### src/rtl/lpwake_pkg.sv
// Package: shared widths, bit positions and sequencer state encoding for
// the low-power wakeup control unit. Assumes an 8-bit control word.
package lpwake_pkg;
    localparam int REG_W  = 8;
    localparam int PRIO_W = 4;
    localparam int EN_BIT = 7;

    typedef enum logic [1:0] {
        ST_RUN  = 2'd0,
        ST_LP   = 2'd1,
        ST_EXIT = 2'd2
    } lp_state_t;
endpackage

### src/rtl/lpwake_cfg_reg.sv
// Control word register. Holds the entry enable and the wake threshold.
// Unused bits are not stored and read as zero.
// Assumes: write strobe is synchronous to clk; reset is synchronous, active-low.
module lpwake_cfg_reg #(
    parameter int REG_W  = 8,
    parameter int PRIO_W = 4,
    parameter int EN_BIT = 7
) (
    input  logic              clk,
    input  logic              rst_n,
    input  logic              wr,
    input  logic [REG_W-1:0]  wdata,
    output logic              en,
    output logic [PRIO_W-1:0] thr,
    output logic [REG_W-1:0]  rdata
);
    localparam int ZW = EN_BIT - PRIO_W;

    // Capture enable and threshold fields on a write.
    always_ff @(posedge clk) begin
        if (!rst_n) begin
            en  <= 1'b0;
            thr <= '0;
        end else if (wr) begin
            en  <= wdata[EN_BIT];
            thr <= wdata[PRIO_W-1:0];
        end
    end

    // Assemble read view with reserved bits at zero.
    always_comb begin
        rdata = '0;
        rdata[EN_BIT] = en;
        rdata[PRIO_W-1:0] = thr;
        rdata[EN_BIT-1:PRIO_W] = {ZW{1'b0}};
    end

    p_wr_takes_r2: assert property (@(posedge clk) disable iff (!rst_n)
        wr |=> (rdata == {$past(wdata[EN_BIT]), {ZW{1'b0}}, $past(wdata[PRIO_W-1:0])}));
endmodule

### src/rtl/lpwake_cmp.sv
// Wake comparator. Purely combinational, so it works while clocks are gated.
// Reports a hit when a valid pending priority strictly exceeds the threshold.
// Assumes: irq_prio is meaningful only when irq_valid is high.
module lpwake_cmp #(
    parameter int PRIO_W = 4
) (
    input  logic              irq_valid,
    input  logic [PRIO_W-1:0] irq_prio,
    input  logic [PRIO_W-1:0] thr,
    output logic              hit
);
    // Strict-greater comparison qualified by valid.
    always_comb hit = irq_valid && (irq_prio > thr);
endmodule

### src/rtl/lpwake_seq.sv
// Entry/exit sequencer. RUN -> LP when halted and enabled, capturing the
// threshold. LP -> EXIT on a wake hit, or LP -> RUN if halt is withdrawn.
// EXIT -> RUN when halt drops. Exit is raised combinationally from the hit.
// Assumes: cpu_halted is held until the exit request is seen.
module lpwake_seq
    import lpwake_pkg::*;
#(
    parameter int PRIO_W = 4
) (
    input  logic              clk,
    input  logic              rst_n,
    input  logic              cpu_halted,
    input  logic              cfg_en,
    input  logic [PRIO_W-1:0] cfg_thr,
    input  logic              wake_hit,
    output logic [PRIO_W-1:0] thr_cap,
    output logic              lp_enter,
    output logic              lp_exit
);
    lp_state_t state, state_nx;
    logic      wake_now;

    // Wake is live only while sleeping.
    always_comb wake_now = (state == ST_LP) && wake_hit;

    // Next-state selection.
    always_comb begin
        state_nx = state;
        case (state)
            ST_RUN:  if (cpu_halted && cfg_en) state_nx = ST_LP;
            ST_LP:   if (wake_hit)              state_nx = ST_EXIT;
                     else if (!cpu_halted)      state_nx = ST_RUN;
            ST_EXIT: if (!cpu_halted)           state_nx = ST_RUN;
            default:                            state_nx = ST_RUN;
        endcase
    end

    // State register and threshold capture at entry.
    always_ff @(posedge clk) begin
        if (!rst_n) begin
            state   <= ST_RUN;
            thr_cap <= '0;
        end else begin
            state <= state_nx;
            if (state == ST_RUN && state_nx == ST_LP) thr_cap <= cfg_thr;
        end
    end

    // Handshake outputs; enter yields to exit.
    always_comb begin
        lp_exit  = (state == ST_EXIT) || wake_now;
        lp_enter = (state == ST_LP) && !wake_now;
    end

    p_excl_r9: assert property (@(posedge clk) disable iff (!rst_n)
        !(lp_enter && lp_exit));
    p_enter_gate_r3: assert property (@(posedge clk) disable iff (!rst_n)
        $rose(lp_enter) |-> $past(cpu_halted) && $past(cfg_en));
    p_exit_hold_r6: assert property (@(posedge clk) disable iff (!rst_n)
        (lp_exit && cpu_halted) |=> lp_exit);
    p_thr_stable_r7: assert property (@(posedge clk) disable iff (!rst_n)
        (state == ST_LP && $past(state) == ST_LP) |-> $stable(thr_cap));
    p_abort_r8: assert property (@(posedge clk) disable iff (!rst_n)
        (lp_enter && !cpu_halted) |=> !lp_enter && !lp_exit);
endmodule

### src/rtl/lpwake_ctrl.sv
// Top of the low-power wakeup control unit: control register, wake
// comparator on the captured threshold, and the entry/exit sequencer.
// Assumes: single clock domain, synchronous active-low reset.
module lpwake_ctrl
    import lpwake_pkg::*;
(
    input  logic              clk,
    input  logic              rst_n,
    input  logic              cfg_wr,
    input  logic [REG_W-1:0]  cfg_wdata,
    output logic [REG_W-1:0]  cfg_rdata,
    input  logic              cpu_halted,
    input  logic              irq_valid,
    input  logic [PRIO_W-1:0] irq_prio,
    output logic              lp_enter,
    output logic              lp_exit
);
    logic              en_w;
    logic [PRIO_W-1:0] thr_w;
    logic [PRIO_W-1:0] thr_cap_w;
    logic              hit_w;

    lpwake_cfg_reg #(.REG_W(REG_W), .PRIO_W(PRIO_W), .EN_BIT(EN_BIT)) u_cfg (
        .clk(clk), .rst_n(rst_n), .wr(cfg_wr), .wdata(cfg_wdata),
        .en(en_w), .thr(thr_w), .rdata(cfg_rdata)
    );

    lpwake_cmp #(.PRIO_W(PRIO_W)) u_cmp (
        .irq_valid(irq_valid), .irq_prio(irq_prio), .thr(thr_cap_w), .hit(hit_w)
    );

    lpwake_seq #(.PRIO_W(PRIO_W)) u_seq (
        .clk(clk), .rst_n(rst_n), .cpu_halted(cpu_halted),
        .cfg_en(en_w), .cfg_thr(thr_w), .wake_hit(hit_w),
        .thr_cap(thr_cap_w), .lp_enter(lp_enter), .lp_exit(lp_exit)
    );

    p_exit_cause_r4: assert property (@(posedge clk) disable iff (!rst_n)
        $rose(lp_exit) |-> irq_valid && (irq_prio > thr_cap_w));
endmodule

### config.mk
export PLATFORM = sky130hd
export DESIGN_NAME = lpwake_ctrl
export DESIGN_NICKNAME = d
export VERILOG_FILES = /design/src/rtl/lpwake_pkg.sv /design/src/rtl/lpwake_cfg_reg.sv /design/src/rtl/lpwake_cmp.sv /design/src/rtl/lpwake_seq.sv /design/src/rtl/lpwake_ctrl.sv
export SDC_FILE = /design/constraint.sdc
export NUM_CORES = 1
export LEC_CHECK = 0
export BUFFER_PORTS_ARGS = -buffer_cell sky130_fd_sc_hd__buf_2
export CAP_MARGIN = 5
export CORE_AREA = 2 2 41 43
export CTS_BUF_LIST = sky130_fd_sc_hd__clkbuf_8
export DETAILED_ROUTE_END_ITERATION = 10
export DIE_AREA = 0 0 43 45
export HOLD_SLACK_MARGIN = 0.15
export PLACE_DENSITY = 0.7
export SLEW_MARGIN = 20
export SYNTH_ARGS = -nofsm -noshare
export SYNTH_HDL_FRONTEND = slang
export SYNTH_SLANG_ARGS = --single-unit
### constraint.sdc
create_clock -name clk -period 1.32 [get_ports clk]
set_input_delay 0.066 -clock clk [delete_from_list [all_inputs] [get_ports clk]]
set_output_delay 0.066 -clock clk [all_outputs]
set_load 0.005 [all_outputs]
* After elaboration in Yosys (flattened, before gate mapping) *
Index checks and enable logic that the tools add are counted.

word-level totals
  register bits = 11
  output and inout port bits = 10

operators by class
  order comparisons = 1
  equal/unequal tests = 3
  muxes and demuxes = 4
  reduce and logical (&&, ||, !) cells = 8

operator list
  operator                                                               number
  2-bit two-way mux                                                      3
  2-bit case mux with 3 select lines                                     1
  1-bit logical AND                                                      5
  2-bit by 1-bit equality test with 1-bit output, second input constant  2
  4-bit > comparator                                                     1
  2-bit equality test, second input constant                             1
  2-bit logical NOT                                                      1
  1-bit logical NOT                                                      1
  1-bit logical OR                                                       1

* Logic depth before layout (Yosys ltp) *
  depth after elaboration = 6
  mapped depth = 6
  gate-level depth less buffers = 6

* Cells and area by module *
From an unflattened synthesis, not the netlist that was laid out.

unflattened totals
  cell total of the unflattened synthesis = 69
  area total of the unflattened synthesis = 629.4 um2

modules (own cells, without submodules)
  module          instances  cells an instance  area an instance (um2)  seq. area each (um2)
  lpwake_seq      1          30                 274.0                   120.1
  lpwake_cfg_reg  1          25                 256.5                   100.1
  lpwake_cmp      1          14                 98.8                    0.0

* Worst setup path before layout *
Ideal clock, no wire load.

  path kind = flip-flop to flip-flop
  start = reg u_seq.thr_cap[1]
  end = reg u_seq.state[1]
  data arrival time = 1,223 ps
  path slack = -19 ps
  stages on the path, launching flop included = 7
  buffers on the path = 0
  clock period less this slack = 1,339 ps
  cell sequence = dfxtp_1 -> inv_1 -> ha_1 -> nor2b_1 -> o211ai_1 -> a21oi_1 -> a31o_2

on the way
  word-level cells in the longest chain between the ends = 4

RTL lines
  what                                RTL line          text
  start, declared                     lpwake_seq.sv:16  output logic [PRIO_W-1:0] thr_cap,
  start signal, assigned              lpwake_seq.sv:45  if (state == ST_RUN && state_nx == ST_LP) thr_cap <= cfg_thr;
  4-bit > comparator                  lpwake_cmp.sv:13  always_comb hit = irq_valid && (irq_prio > thr);
  1-bit logical AND                   lpwake_cmp.sv:13
  2-bit two-way mux                   lpwake_seq.sv:31  ST_LP: if (wake_hit) state_nx = ST_EXIT;
  2-bit case mux with 3 select lines  lpwake_seq.sv:29  case (state)
  end signal, assigned                lpwake_seq.sv:44  state <= state_nx;
  end, declared                       lpwake_seq.sv:20  lp_state_t state, state_nx;

Every way passes these cells.
A chain may end at the register's enable or synchronous reset.

* Worst setup path after layout *
  start = reg u_seq.thr_cap[1]
  end = out lp_exit

on the way
  word-level cells in the longest chain between the ends = 4

RTL lines
  what                RTL line           text
  4-bit > comparator  lpwake_cmp.sv:13
  1-bit logical AND   lpwake_cmp.sv:13
  1-bit logical AND   lpwake_seq.sv:24   always_comb wake_now = (state == ST_LP) && wake_hit;
  1-bit logical OR    lpwake_seq.sv:51   lp_exit = (state == ST_EXIT) || wake_now;
  end, declared       lpwake_ctrl.sv:16  output logic lp_exit

Every way passes these cells.

==> flow_metrics.env <==
export IMPL_status="finished, violations left"
export IMPL_violations="negative setup slack"
export IMPL_drtIter0Drc=4
export IMPL_dieHeight_um=45
export IMPL_numClockSinks=11
export IMPL_fmax_mhz=650
export IMPL_finalClockSkew_ps=3.93
export IMPL_fillCellCount=151
export IMPL_synth_common_cells="nor2b_1, dfxtp_1, mux2i_1, a21oi_1"
export IMPL_multi_input_area_um2=335
export IMPL_cts_tree="yes"
export IMPL_crit_slowest_cell="dfxtp_2"
export IMPL_max_cap_viol_count=0
export IMPL_grtUsageTotal=0.126
export IMPL_ys_top_cells_by_area="dfxtp_1, nor2b_1, mux2i_1"
export IMPL_clock_root_buffer="clkbuf_8"
export IMPL_power_uw=788
export IMPL_crit_arrival_ps=1470
export IMPL_pin_count=27
export IMPL_die_area_um2=1940
export IMPL_wl_um=1130
export IMPL_crit_path_cell_trace="inv_2 > ha_4 > nor2b_4 > o211ai_1 > a21oi_2 > a21o_1 > buf_2"
export IMPL_synthCells=63
export IMPL_nNetsFinal=112
export IMPL_crit_fanout=3
export IMPL_fin_area_um2=812
export IMPL_final_layout_size_suffix_gt1_frac=0.356
export IMPL_p_leak_uw=0.000397
export IMPL_start_kind="register"
export IMPL_setup_slack_ps=-219
export IMPL_syn_area_um2=584
export IMPL_viasPerCell=4.61
export IMPL_fin_cells=106
export IMPL_globalplace_congestion=0.720
export IMPL_grt_max_degree=13
export IMPL_synth_area_leader_cell="dfxtp_1"
export IMPL_cts_buffer_depth=2
export IMPL_critPathKind="reg2out"
export IMPL_fp_row_count=14
export IMPL_endpoint_kind="output port"
export IMPL_cts_buffers=3
export IMPL_hold_violations=0
export IMPL_synth_edff_count=0
export IMPL_ff_latch_area_um2=221
export IMPL_placed_area_um2=673
export IMPL_avgSynthCellArea_um2=9.27
export IMPL_path_clk_slew_ps=50
export IMPL_async_flop_share=0
export IMPL_drtAntennaViolNets=0
export IMPL_io_buffers=20
export IMPL_first_pass_iters=4
export IMPL_grt_overflow=0
export IMPL_rsz0062_at_grt="yes"
export IMPL_post_drt_wl_per_cell_um=10.7
export IMPL_die_w_um=43
export IMPL_finalMaxSlewViolations=0
export IMPL_ys_warn_count=0
export IMPL_dp_cells=95
export IMPL_fin_crit_ps=1540
export IMPL_syn2layout_area_growth_pct=39.0
export IMPL_dp_hpwl_um=765
export IMPL_whs_ps=178
export IMPL_core_area_um2=1470
export IMPL_powerDensity_nw_per_um2=970
export IMPL_synth_top_area_frac=0.377
export IMPL_ys_ff_latch=11
export IMPL_initial_core_util=0.397
export IMPL_n_antenna_cell=0
export IMPL_vias=489
export IMPL_hold_path_class="in2reg"
export IMPL_grt_pass1_wl_um=1760
export IMPL_crit_required_ps=1250
export IMPL_ys_seq_area_frac=0.377
export IMPL_synth_cell_types=20
export IMPL_htreeDepth=1
export IMPL_yosys_cell_count_top_type="nor2b_1"
export IMPL_cpPeakStageDelay_ps=310
export IMPL_fin_tns_setup_ps=-500
export IMPL_setup_viol=4
export IMPL_ir_drop_mv=0.708
export IMPL_clk_latency_ps=230
export IMPL_grt_antenna_before_repair=0
export IMPL_drcViolationCount=0
export IMPL_grt_pass1_vias=447
export IMPL_ys_flop_type="dfxtp_1"
export IMPL_finalCritPeriodShare=1.17
## metrics by stage
step                setup slack (ps)   util
floorplan                      -17.9      -
global placement               -62.6  0.457
detailed placement             -91.0  0.457
CTS                             -257  0.552
global route                    -291  0.552
finish                          -219  0.552
## final cells by class
class	count	share of cell area
multi-input cells	43	0.413
clock inverters	1	0.00462
inverters	4	0.0185
clock buffers	3	0.0508
well taps	16	0.0247
flip-flops and latches	11	0.273
repair buffers	28	0.216
## sequential cells by signal, indices dropped and copies added (netlist names)
name and flops:
u_cfg.thr 4, u_seq.thr_cap 4, u_cfg.en 1, u_seq.state 2
## final timing paths
kind	from	endpoint	slack (ps)	cells after the start
max	u_seq.thr_cap[1]	lp_exit	-220	7
max reg2reg	u_seq.thr_cap[1]	u_seq.state[1]	-110	7
min reg2reg	u_seq.state[1]	u_seq.state[0]	470	1
min	rst_n	u_seq.thr_cap[1]	180	2
## critical path: cells and delay by family, from the launching register on
kind / cells / cell delay (ps)
fa+ha+maj: 1 / 190
simple gates: 1 / 120
flops: 1 / 310
compound gates: 3 / 460
buf+inv: 2 / 180
## cells in the final DEF, fill, tap and decap left out
| cell | instances |
|---|---|
| a211oi_2 | 1 |
| a21o_1 | 1 |
| a21oi_1 | 4 |
| a21oi_2 | 1 |
| a31o_2 | 1 |
| and3_1 | 1 |
| and4bb_1 | 1 |
| buf_2 | 20 |
| buf_4 | 2 |
| clkbuf_8 | 3 |
| conb_1 | 3 |
| dfxtp_1 | 10 |
| dfxtp_2 | 1 |
| dlygate4sd3_1 | 6 |
| ha_1 | 3 |
| ha_4 | 1 |
| inv_1 | 4 |
| inv_2 | 1 |
| mux2i_1 | 6 |
| nand2_1 | 1 |
| nand4_1 | 1 |
| nor2_1 | 3 |
| nor2b_1 | 12 |
| nor2b_4 | 1 |
| o211ai_1 | 2 |
## what timing repair did
action | in CTS | in global routing
resized for setup | 5 | 0
hold endpoints to repair | 6 | 0
buffers inserted | 1 | 0
pin swaps | 4 | 3
hold buffers | 6 | 0
endpoints found under the setup margin | 4 | 4
## power breakdown
group          leakage [uW]  internal (uW)  total, uW  switching [uW]
logic              0.000280           67.2        115            47.7
registers         0.0000903            345        355            9.90
clock network     0.0000269            203        318             115
## metal layers
metal	global-route usage	vias up	share of wire
met5	0	-	0
li1	-	257	-
met3	0.0280	2	0.059
met1	0.133	214	0.44
met4	0.0909	0	0.0079
met2	0.221	16	0.50
## logic make-up (layout without fill, tap and decap cells)
group,Yosys count,count (layout),share of synthesized area
other cells,1,3,0.00642
buf+inv,11,36,0.111
flops,11,11,0.377
compound gates,10,10,0.109
simple gates,20,20,0.208
mux,6,6,0.103
fa+ha+maj,4,4,0.0857
No activity file was read; power rests on OpenSTA's default activity.
